`config.mk`:
```
export PLATFORM = sky130hd
export DESIGN_NAME = tlb_walker
export DESIGN_NICKNAME = d
export VERILOG_FILES = /design/src/rtl/tlb_walker.sv
export SDC_FILE = /design/constraint.sdc
export NUM_CORES = 2
export LEC_CHECK = 0
export BUFFER_PORTS_ARGS = -buffer_cell sky130_fd_sc_hd__buf_2
export CAP_MARGIN = 20
export CORE_UTILIZATION = 50
export CTS_BUF_LIST = sky130_fd_sc_hd__clkbuf_4 sky130_fd_sc_hd__clkbuf_8 sky130_fd_sc_hd__clkbuf_16
export DETAILED_ROUTE_END_ITERATION = 10
export PLACE_DENSITY = 0.68
export SLEW_MARGIN = 20
export SYNTH_ARGS = -nofsm -noshare
export SYNTH_HDL_FRONTEND = slang
export SYNTH_SLANG_ARGS = --single-unit
```
`constraint.sdc`:
```
create_clock -name clk -period 12.45 [get_ports clk]
set_clock_uncertainty 0.2 [all_clocks]
set_input_delay 2.49 -clock clk [delete_from_list [all_inputs] [get_ports clk]]
set_output_delay 2.49 -clock clk [all_outputs]
set_load 0.05 [all_outputs]
```
`src/rtl/tlb_walker.sv`:
```
module tlb_walker #(
  parameter int VA_W    = 32,
  parameter int PA_W    = 25,
  parameter int OFF_W   = 13,
  parameter int PTE_W   = 16,
  parameter int ENTRIES = 64
) (
  input  logic              clk,
  input  logic              rst_n,
  input  logic              flush,
  input  logic [PA_W-1:0]   table_base,
  input  logic              req_valid,
  output logic              req_ready,
  input  logic [VA_W-1:0]   req_vaddr,
  input  logic              req_write,
  output logic              rsp_valid,
  output logic [PA_W-1:0]   rsp_paddr,
  output logic              rsp_fault,
  output logic [PTE_W-3:0]  rsp_disk,
  output logic              mem_req,
  output logic              mem_we,
  output logic [PA_W-1:0]   mem_addr,
  output logic [PTE_W-1:0]  mem_wdata,
  input  logic              mem_ack,
  input  logic [PTE_W-1:0]  mem_rdata
);
  localparam int VPN_W = VA_W - OFF_W;
  localparam int PPN_W = PA_W - OFF_W;
  localparam int LOC_W = PTE_W - 2;
  localparam int AGE_W = $clog2(ENTRIES);
  localparam int VB    = PTE_W - 1;
  localparam int DB    = PTE_W - 2;

  typedef enum logic [1:0] {S_IDLE, S_RD, S_WB} st_t;
  st_t state;

  logic [VPN_W-1:0] tag [ENTRIES];
  logic [PPN_W-1:0] ppn [ENTRIES];
  logic [AGE_W-1:0] age [ENTRIES];
  logic [ENTRIES-1:0] vld, drt, hit_vec;

  logic [VPN_W-1:0] q_vpn;
  logic [OFF_W-1:0] q_off;
  logic             q_we;
  logic [PTE_W-1:0] q_pte;

  logic [VPN_W-1:0] lk_vpn;
  logic [AGE_W-1:0] hit_idx, inv_idx, lru_idx, vic_idx, t_idx;
  logic [PPN_W-1:0] hit_ppn;
  logic             hit, hit_drt, any_inv, acc, install, touch;

  assign req_ready = (state == S_IDLE);
  assign acc       = req_valid && req_ready;
  assign lk_vpn    = req_vaddr[VA_W-1:OFF_W];
  assign mem_req   = (state != S_IDLE);
  assign mem_we    = (state == S_WB);
  assign mem_addr  = table_base + PA_W'({q_vpn, 1'b0});
  assign mem_wdata = q_pte;

  for (genvar g = 0; g < ENTRIES; g++) begin : g_cmp
    assign hit_vec[g] = vld[g] && (tag[g] == lk_vpn);
  end

  always_comb begin
    hit_idx = '0; hit_ppn = '0; hit_drt = 1'b0;
    inv_idx = '0; lru_idx = '0; any_inv = 1'b0;
    for (int i = ENTRIES - 1; i >= 0; i--) begin
      if (hit_vec[i]) begin
        hit_idx = AGE_W'(i); hit_ppn = ppn[i]; hit_drt = drt[i];
      end
      if (!vld[i]) begin
        inv_idx = AGE_W'(i); any_inv = 1'b1;
      end
      if (age[i] == AGE_W'(ENTRIES - 1)) lru_idx = AGE_W'(i);
    end
  end

  assign hit     = |hit_vec;
  assign vic_idx = any_inv ? inv_idx : lru_idx;
  assign install = (state == S_RD) && mem_ack && mem_rdata[VB];
  assign touch   = (acc && hit) || install;
  assign t_idx   = (state == S_IDLE) ? hit_idx : vic_idx;

  always_ff @(posedge clk) begin
    if (!rst_n) begin
      vld <= '0;
      drt <= '0;
      for (int i = 0; i < ENTRIES; i++) age[i] <= AGE_W'(i);
    end else begin
      if (touch)
        for (int i = 0; i < ENTRIES; i++)
          if (AGE_W'(i) == t_idx) age[i] <= '0;
          else if (age[i] < age[t_idx]) age[i] <= age[i] + 1'b1;
      if (acc && hit && req_write) drt[hit_idx] <= 1'b1;
      if (install) begin
        drt[vic_idx] <= mem_rdata[DB] | q_we;
        vld[vic_idx] <= 1'b1;
      end
      if (flush) vld <= '0;
    end
  end

  always_ff @(posedge clk) begin
    if (install) begin
      tag[vic_idx] <= q_vpn;
      ppn[vic_idx] <= mem_rdata[PPN_W-1:0];
    end
  end

  always_ff @(posedge clk) begin
    if (!rst_n) begin
      state     <= S_IDLE;
      rsp_valid <= 1'b0;
      rsp_paddr <= '0;
      rsp_fault <= 1'b0;
      rsp_disk  <= '0;
      q_vpn <= '0; q_off <= '0; q_we <= 1'b0; q_pte <= '0;
    end else begin
      rsp_valid <= 1'b0;
      case (state)
        S_IDLE: if (acc) begin
          q_vpn <= lk_vpn;
          q_off <= req_vaddr[OFF_W-1:0];
          q_we  <= req_write;
          if (!hit) state <= S_RD;
          else if (req_write && !hit_drt) begin
            q_pte <= {2'b11, {(LOC_W-PPN_W){1'b0}}, hit_ppn};
            state <= S_WB;
          end else begin
            rsp_valid <= 1'b1; rsp_fault <= 1'b0; rsp_disk <= '0;
            rsp_paddr <= {hit_ppn, req_vaddr[OFF_W-1:0]};
          end
        end
        S_RD: if (mem_ack) begin
          if (!mem_rdata[VB]) begin
            rsp_valid <= 1'b1; rsp_fault <= 1'b1;
            rsp_disk  <= mem_rdata[LOC_W-1:0];
            state     <= S_IDLE;
          end else if (q_we && !mem_rdata[DB]) begin
            q_pte     <= mem_rdata | (PTE_W'(1) << DB);
            state     <= S_WB;
          end else begin
            rsp_valid <= 1'b1; rsp_fault <= 1'b0; rsp_disk <= '0;
            rsp_paddr <= {mem_rdata[PPN_W-1:0], q_off};
            state     <= S_IDLE;
          end
        end
        S_WB: if (mem_ack) begin
          rsp_valid <= 1'b1; rsp_fault <= 1'b0; rsp_disk <= '0;
          rsp_paddr <= {q_pte[PPN_W-1:0], q_off};
          state     <= S_IDLE;
        end
        default: state <= S_IDLE;
      endcase
    end
  end

  a_r3_hit_answers_without_memory: assert property (@(posedge clk) disable iff (!rst_n)
    (acc && hit && (!req_write || hit_drt)) |=> (rsp_valid && !rsp_fault && !mem_req));

  a_r4_fault_installs_nothing: assert property (@(posedge clk) disable iff (!rst_n)
    (rsp_valid && rsp_fault && !$past(flush)) |-> (vld == $past(vld)));

  a_r7_single_match: assert property (@(posedge clk) disable iff (!rst_n)
    $onehot0(hit_vec));

  a_r10_request_held: assert property (@(posedge clk) disable iff (!rst_n)
    (mem_req && !mem_ack) |=> (mem_req && $stable(mem_addr) && $stable(mem_we) && $stable(mem_wdata)));

  a_r5_writeback_marks_dirty: assert property (@(posedge clk) disable iff (!rst_n)
    (mem_req && mem_we) |-> (mem_wdata[VB] && mem_wdata[DB]));
endmodule

```
# Word-level counts from Yosys, hierarchy flattened

Memory sizes are Yosys's and may differ from the RTL's.
Cells that the tools add are included.

Bits in registers: 220
Bits in writable memories: 2368
Word-level logic and storage cells: 1719
Memories: 3

Add/subtract/negate cells: 65
Order comparisons: 68
Eq/ne operators: 204
Muxes and demuxes: 1148
Bitwise logic cells: 132
Reduce and logical (&&, ||, !) cells: 88

Memories:

| memory | depth | width | rd ports | clocked after Yosys merged registers in | write ports | line | RTL |
|---|---|---|---|---|---|---|---|
| tag    | 64    | 19    | 64       | 0                                       | 1           | 37   | `logic [VPN_W-1:0] tag [ENTRIES];` |
| ppn    | 64    | 12    | 64       | 0                                       | 1           | 38   | `logic [PPN_W-1:0] ppn [ENTRIES];` |
| age    | 64    | 6     | 65       | 0                                       | 64          | 39   | `logic [AGE_W-1:0] age [ENTRIES];` |

Operator list:

| cell                  | number |
|---|---|
| $mux W6               | 322 |
| $eq A19 B19 Y1        | 64 |
| $mux W12              | 64 |
| $mux W1               | 723 |
| $add A6 B1 Y6 const B | 64 |
| $eq A6 B6 Y1 const B  | 64 |
| $lt A6 B6 Y1          | 64 |
| $eq A6 B6 Y1 const A  | 32 |
| $mux W64              | 3 |
| $mux W25              | 7 |
| $or A1 B1 Y1          | 129 |
| $or A64 B64 Y64       | 2 |
| $mux W14              | 7 |
| $eq A5 B6 Y1 const A  | 16 |
| $mux W16              | 6 |
| $pmux W25 S3          | 1 |
| $logic_and A1 B1 Y1   | 73 |
| $bwmux W64            | 1 |
| $reduce_or A64 Y1     | 1 |
| $eq A4 B6 Y1 const A  | 8 |
| $pmux W14 S3          | 1 |
| $pmux W16 S2          | 1 |
| $add A25 B20 Y25      | 1 |
| $eq A3 B6 Y1 const A  | 4 |
| other kinds (26)      | 47 |

# Longest topological paths before layout

Word-level depth: 75
Depth in mapped cells: 38
Depth with buffers taken out: 29

# Worst setup path before layout

No wires, ideal clock.

Path type: input to register
Start: input port req_vaddr[24]
End: memory age[63][0] (netlist bit), enable pin
Setup time: 377 ps
Data arrival time: 12770 ps
Setup slack: -898 ps
Stages: 33
Buffers on the path: 9
Cell sequence: buf_4 buf_6 buf_6 buf_6 xor2_1 nor4_1 nand3_1 nor3_1 nor2_1 a311o_1 a2111oi_0 o2111ai_1 nand2_1 buf_4 buf_2 buf_2 buf_2 buf_4 mux2i_1 nand2_1 o211ai_1 o211ai_1 a31o_2 o21ai_0 ha_1 a21o_1 a21o_1 a21oi_1 nand2_1 or3_1 nor4_1 nor2_1 o21ai_0

RTL lines:

| what        | line | RTL |
|---|---|---|
| from (decl) | 14   | `input logic [VA_W-1:0] req_vaddr,` |
| to (decl)   | 39   |  |

==> out/qor.txt <==
Type of the setup path with the least slack: primary input to flop
Full die area: 0.2635 mm²
Max Transition Viols Final: 0
Power Density: 142.5 mW/mm²
Worst hold path class: flop to flop
Share of cells above drive strength 1: 0.1165
Most repeated library cell on the critical path: buf_4
Top_reg_cell synth: edfxtp_1
Yosys warning total: 0
Number of port buffers: 161
Overall power consumption: 20.94 mW
Hold path start: q_off[7]$_SDFFE_PN0P_
Filler cells: 20,963
Pin count of the biggest net entering global routing: 92
Dominant combinational cell family by area after synthesis: simple AND/OR/NAND/NOR gates
Final design utilization: 0.5658
Number of distinct library cells after synthesis: 106
Worst endpoint required time: 12,700 ps
Effective utilization at floorplan: 0.5033
Origin of the worst setup path: req_vaddr[14]
Pre-Repair DR Iteration Count: 6
Top post-synthesis cells by area: edfxtp_1 (54%), xor2_1 (6.0%), xnor2_1 (3.9%)
Crit path DAT: 11,880 ps
Post-synthesis adder-cell area fraction: 0.03912
Number of synthesized flops with an enable pin: 2,368
Fraction of synthesized cell area in xor and xnor cells: 0.09864
Endpoints failing setup: 0
Antenna violations before repair: 14
Clock-pin slew on the worst setup and hold paths: 60 ps
Flip-flop and latch count after synthesis: 2,587
Number of clock sinks: 2,587
Post-layout nets: 11,502
Share of the synthesized area in the top cell type: 0.5441
Average instance area after synthesis: 12.23 µm²
Maximum clock frequency: 86.00 MHz
Chip height: 513.3 µm
Horizontal extent of the die: 513.3 µm
Synthesis-to-layout area growth: 12.43%
Share of synthesized area spent on multiplexers: 0.01878
Max-Slew Margin vs Limit: 0.1627
Source of the worst register-to-register timing path: vld[43]$_SDFFE_PP0P_
Largest fanout on the critical path: 30
Post-route clock period utilization: 0.9339
Setup bufs post-CTS: 0
Count of mapped cells out of synthesis: 10,683
Global-route wire length before repair: 646,200 µm
Longest Clk Path Bufs: 4
Overflow left after global routing: 0
Top cell type by total area after synthesis: edfxtp_1
Standard cell core area: 0.2597 mm²
Minimum clock period: 11,630 ps
Detailed placement HPWL: 294,000 µm
Via density per instance: 6.659
GP Congestion: 1.024
Clock insertion delay at the later pin of the skew report: 900 ps
Routed Antenna Nets: 0
TritonCTS buffer count: 286
Share of synthesized flip-flops with an asynchronous set or reset: 0
Status: completed
Detailed-route wire length: 451,000 µm
Least-Margin Pin Slew: 1224 ps
Post-route DRC: 0
Post-cts sizing count: 0
Drt initial violations: 12,167
Area after DPL: 0.1369 mm²
Cell with the largest stage delay on the worst path: nor4_1
Setup repair after global routing missed its margin: false
Total vias in the final route: 97,551
Highest ir drop seen on vdd: 0.1526 mV
Fraction of the yosys area taken by sequential cells: 0.5776
Final number of hold-violating endpoints: 0
Slowest cell delay on critical path: 1040 ps
Area fraction in and, or, nand and nor cells after synthesis: 0.1260
Post-route setup TNS: 0 ps
Routed length per instance: 30.79 µm
Boundary Pins: 164
Max cap viols: 0
Total number of H-tree levels: 5
Clock Tree Root: clkbuf_16
Synthesized area: 0.1307 mm²
Combined global-route utilization of all metal layers: 0.3335
Cts hold-fix bufs: 0
Post-Syn Nets: 11,170
Finished layout cell area: 0.1469 mm²
Vias in the first global route: 94,531
CTS tree: done
Number of rows in the core area: 187
Fraction of the mapped netlist area in compound gates: 0.1129
Kind of end point of the critical path: flop
Critical Path Source Type: primary input
Leakage power of the design: 50.26 nW
flip-flops by register name, summed over array words and instances (netlist names), 2 cells and up:
register	cells
tag	1216
ppn	768
age	384
drt	64
vld	64
rsp_paddr	25
q_vpn	19
mem_wdata	15
rsp_disk	14
q_off	13
state	2
critical path, delay by kind of cell:
kind	cells	cell delay [ps]
adders and majority gates	1	300
xor gates and xnor gates	1	230
buffers and inverters	6	2040
and+or+nand+nor	8	2450
muxes	1	220
AOI/OAI and AO/OA	12	4080
power by group:
| part | internal, mW | switching [mW] | leakage, nW |
|---|---|---|---|
| Clock | 4.96 | 3.61 | 4.66 |
| Combinational | 0.648 | 1.67 | 22.1 |
| Sequential | 9.76 | 0.284 | 23.5 |
| Total | 15.4 | 5.56 | 50.3 |
cell usage after synthesis (259+ instances only):
library cell	instances
clkbuf_1	259
nand4_1	356
nand3_1	297
xnor2_1	582
edfxtp_1	2368
ha_1	407
o21ai_0	450
nor2_1	730
xor2_1	890
nor4_1	376
nand2_1	563
a21oi_1	377
cell families after synthesis:
family / after synthesis
compound gates: 2165
buf+inv: 697
xor+xnor: 1472
flops: 2587
simple gates: 3127
mux: 227
fa+ha+maj: 408
per-layer routing:
metal  global-route usage  routed length [µm]  vias to the layer above
met1               0.4330              170300                    48410
met5                    0                  19                        -
met2               0.5292              205700                     5972
li1                     -                   -                    41793
met3              0.05503               44830                     1374
met4               0.1928               30250                        2
layout by cell type (no fill, tap or decap), types with 60 or more instances in the layout:
cell / n
a211oi_1: 256
a21o_1: 122
a21oi_1: 376
a31oi_1: 88
and3_1: 155
buf_2: 143
buf_4: 299
clkbuf_16: 291
clkbuf_4: 60
dfxtp_1: 200
edfxtp_1: 2368
ha_1: 406
inv_1: 220
mux2_2: 80
mux2i_1: 141
nand2_1: 559
nand2b_1: 61
nand3_1: 297
nand4_1: 356
nor2_1: 660
nor2_4: 66
nor2b_1: 67
nor3_1: 118
nor4_1: 372
nor4b_1: 123
o211ai_1: 131
o21a_1: 131
o21ai_0: 446
xnor2_1: 582
xor2_1: 890
per-stage QoR:
step | cells | worst slack (ps) | hold slack, ps
detailed placement | 14104 | 359.1 | 248.0
CTS | 14618 | 1179 | 255.7
global route | 14645 | 727.2 | 284.6
floorplan | 10683 | 640.8 | 236.0
global placement | 14088 | 280.0 | 238.9
finish | 14650 | 822.3 | 253.6
cell type report:
class	count	area, µm²	area share
Sequential cell	2587	75560	0.5142
Clock buffer	360	7845	0.05339
Timing Repair Buffer	517	4360	0.02967
Antenna cell	7	17.52	0.0001192
Inverter	224	845.8	0.005756
Tap cell	3402	4257	0.02897
Multi-Input combinational cell	7399	52490	0.3572
Clock inverter	154	1572	0.01069
path summary, 6_finish.rpt:
path / endpoint / slack (ps) / cells after the start
hold / removal: q_off[7]$_SDFFE_PN0P_ / 250 / 2
hold reg to reg: q_off[7]$_SDFFE_PN0P_ / 250 / 2
setup reg to reg: age[39][4]$_SDFFCE_PN0P_ / 2720 / 27
setup / recovery: age[39][4]$_SDFFCE_PN0P_ / 820 / 29
Power figures use the tool's default switching activity.
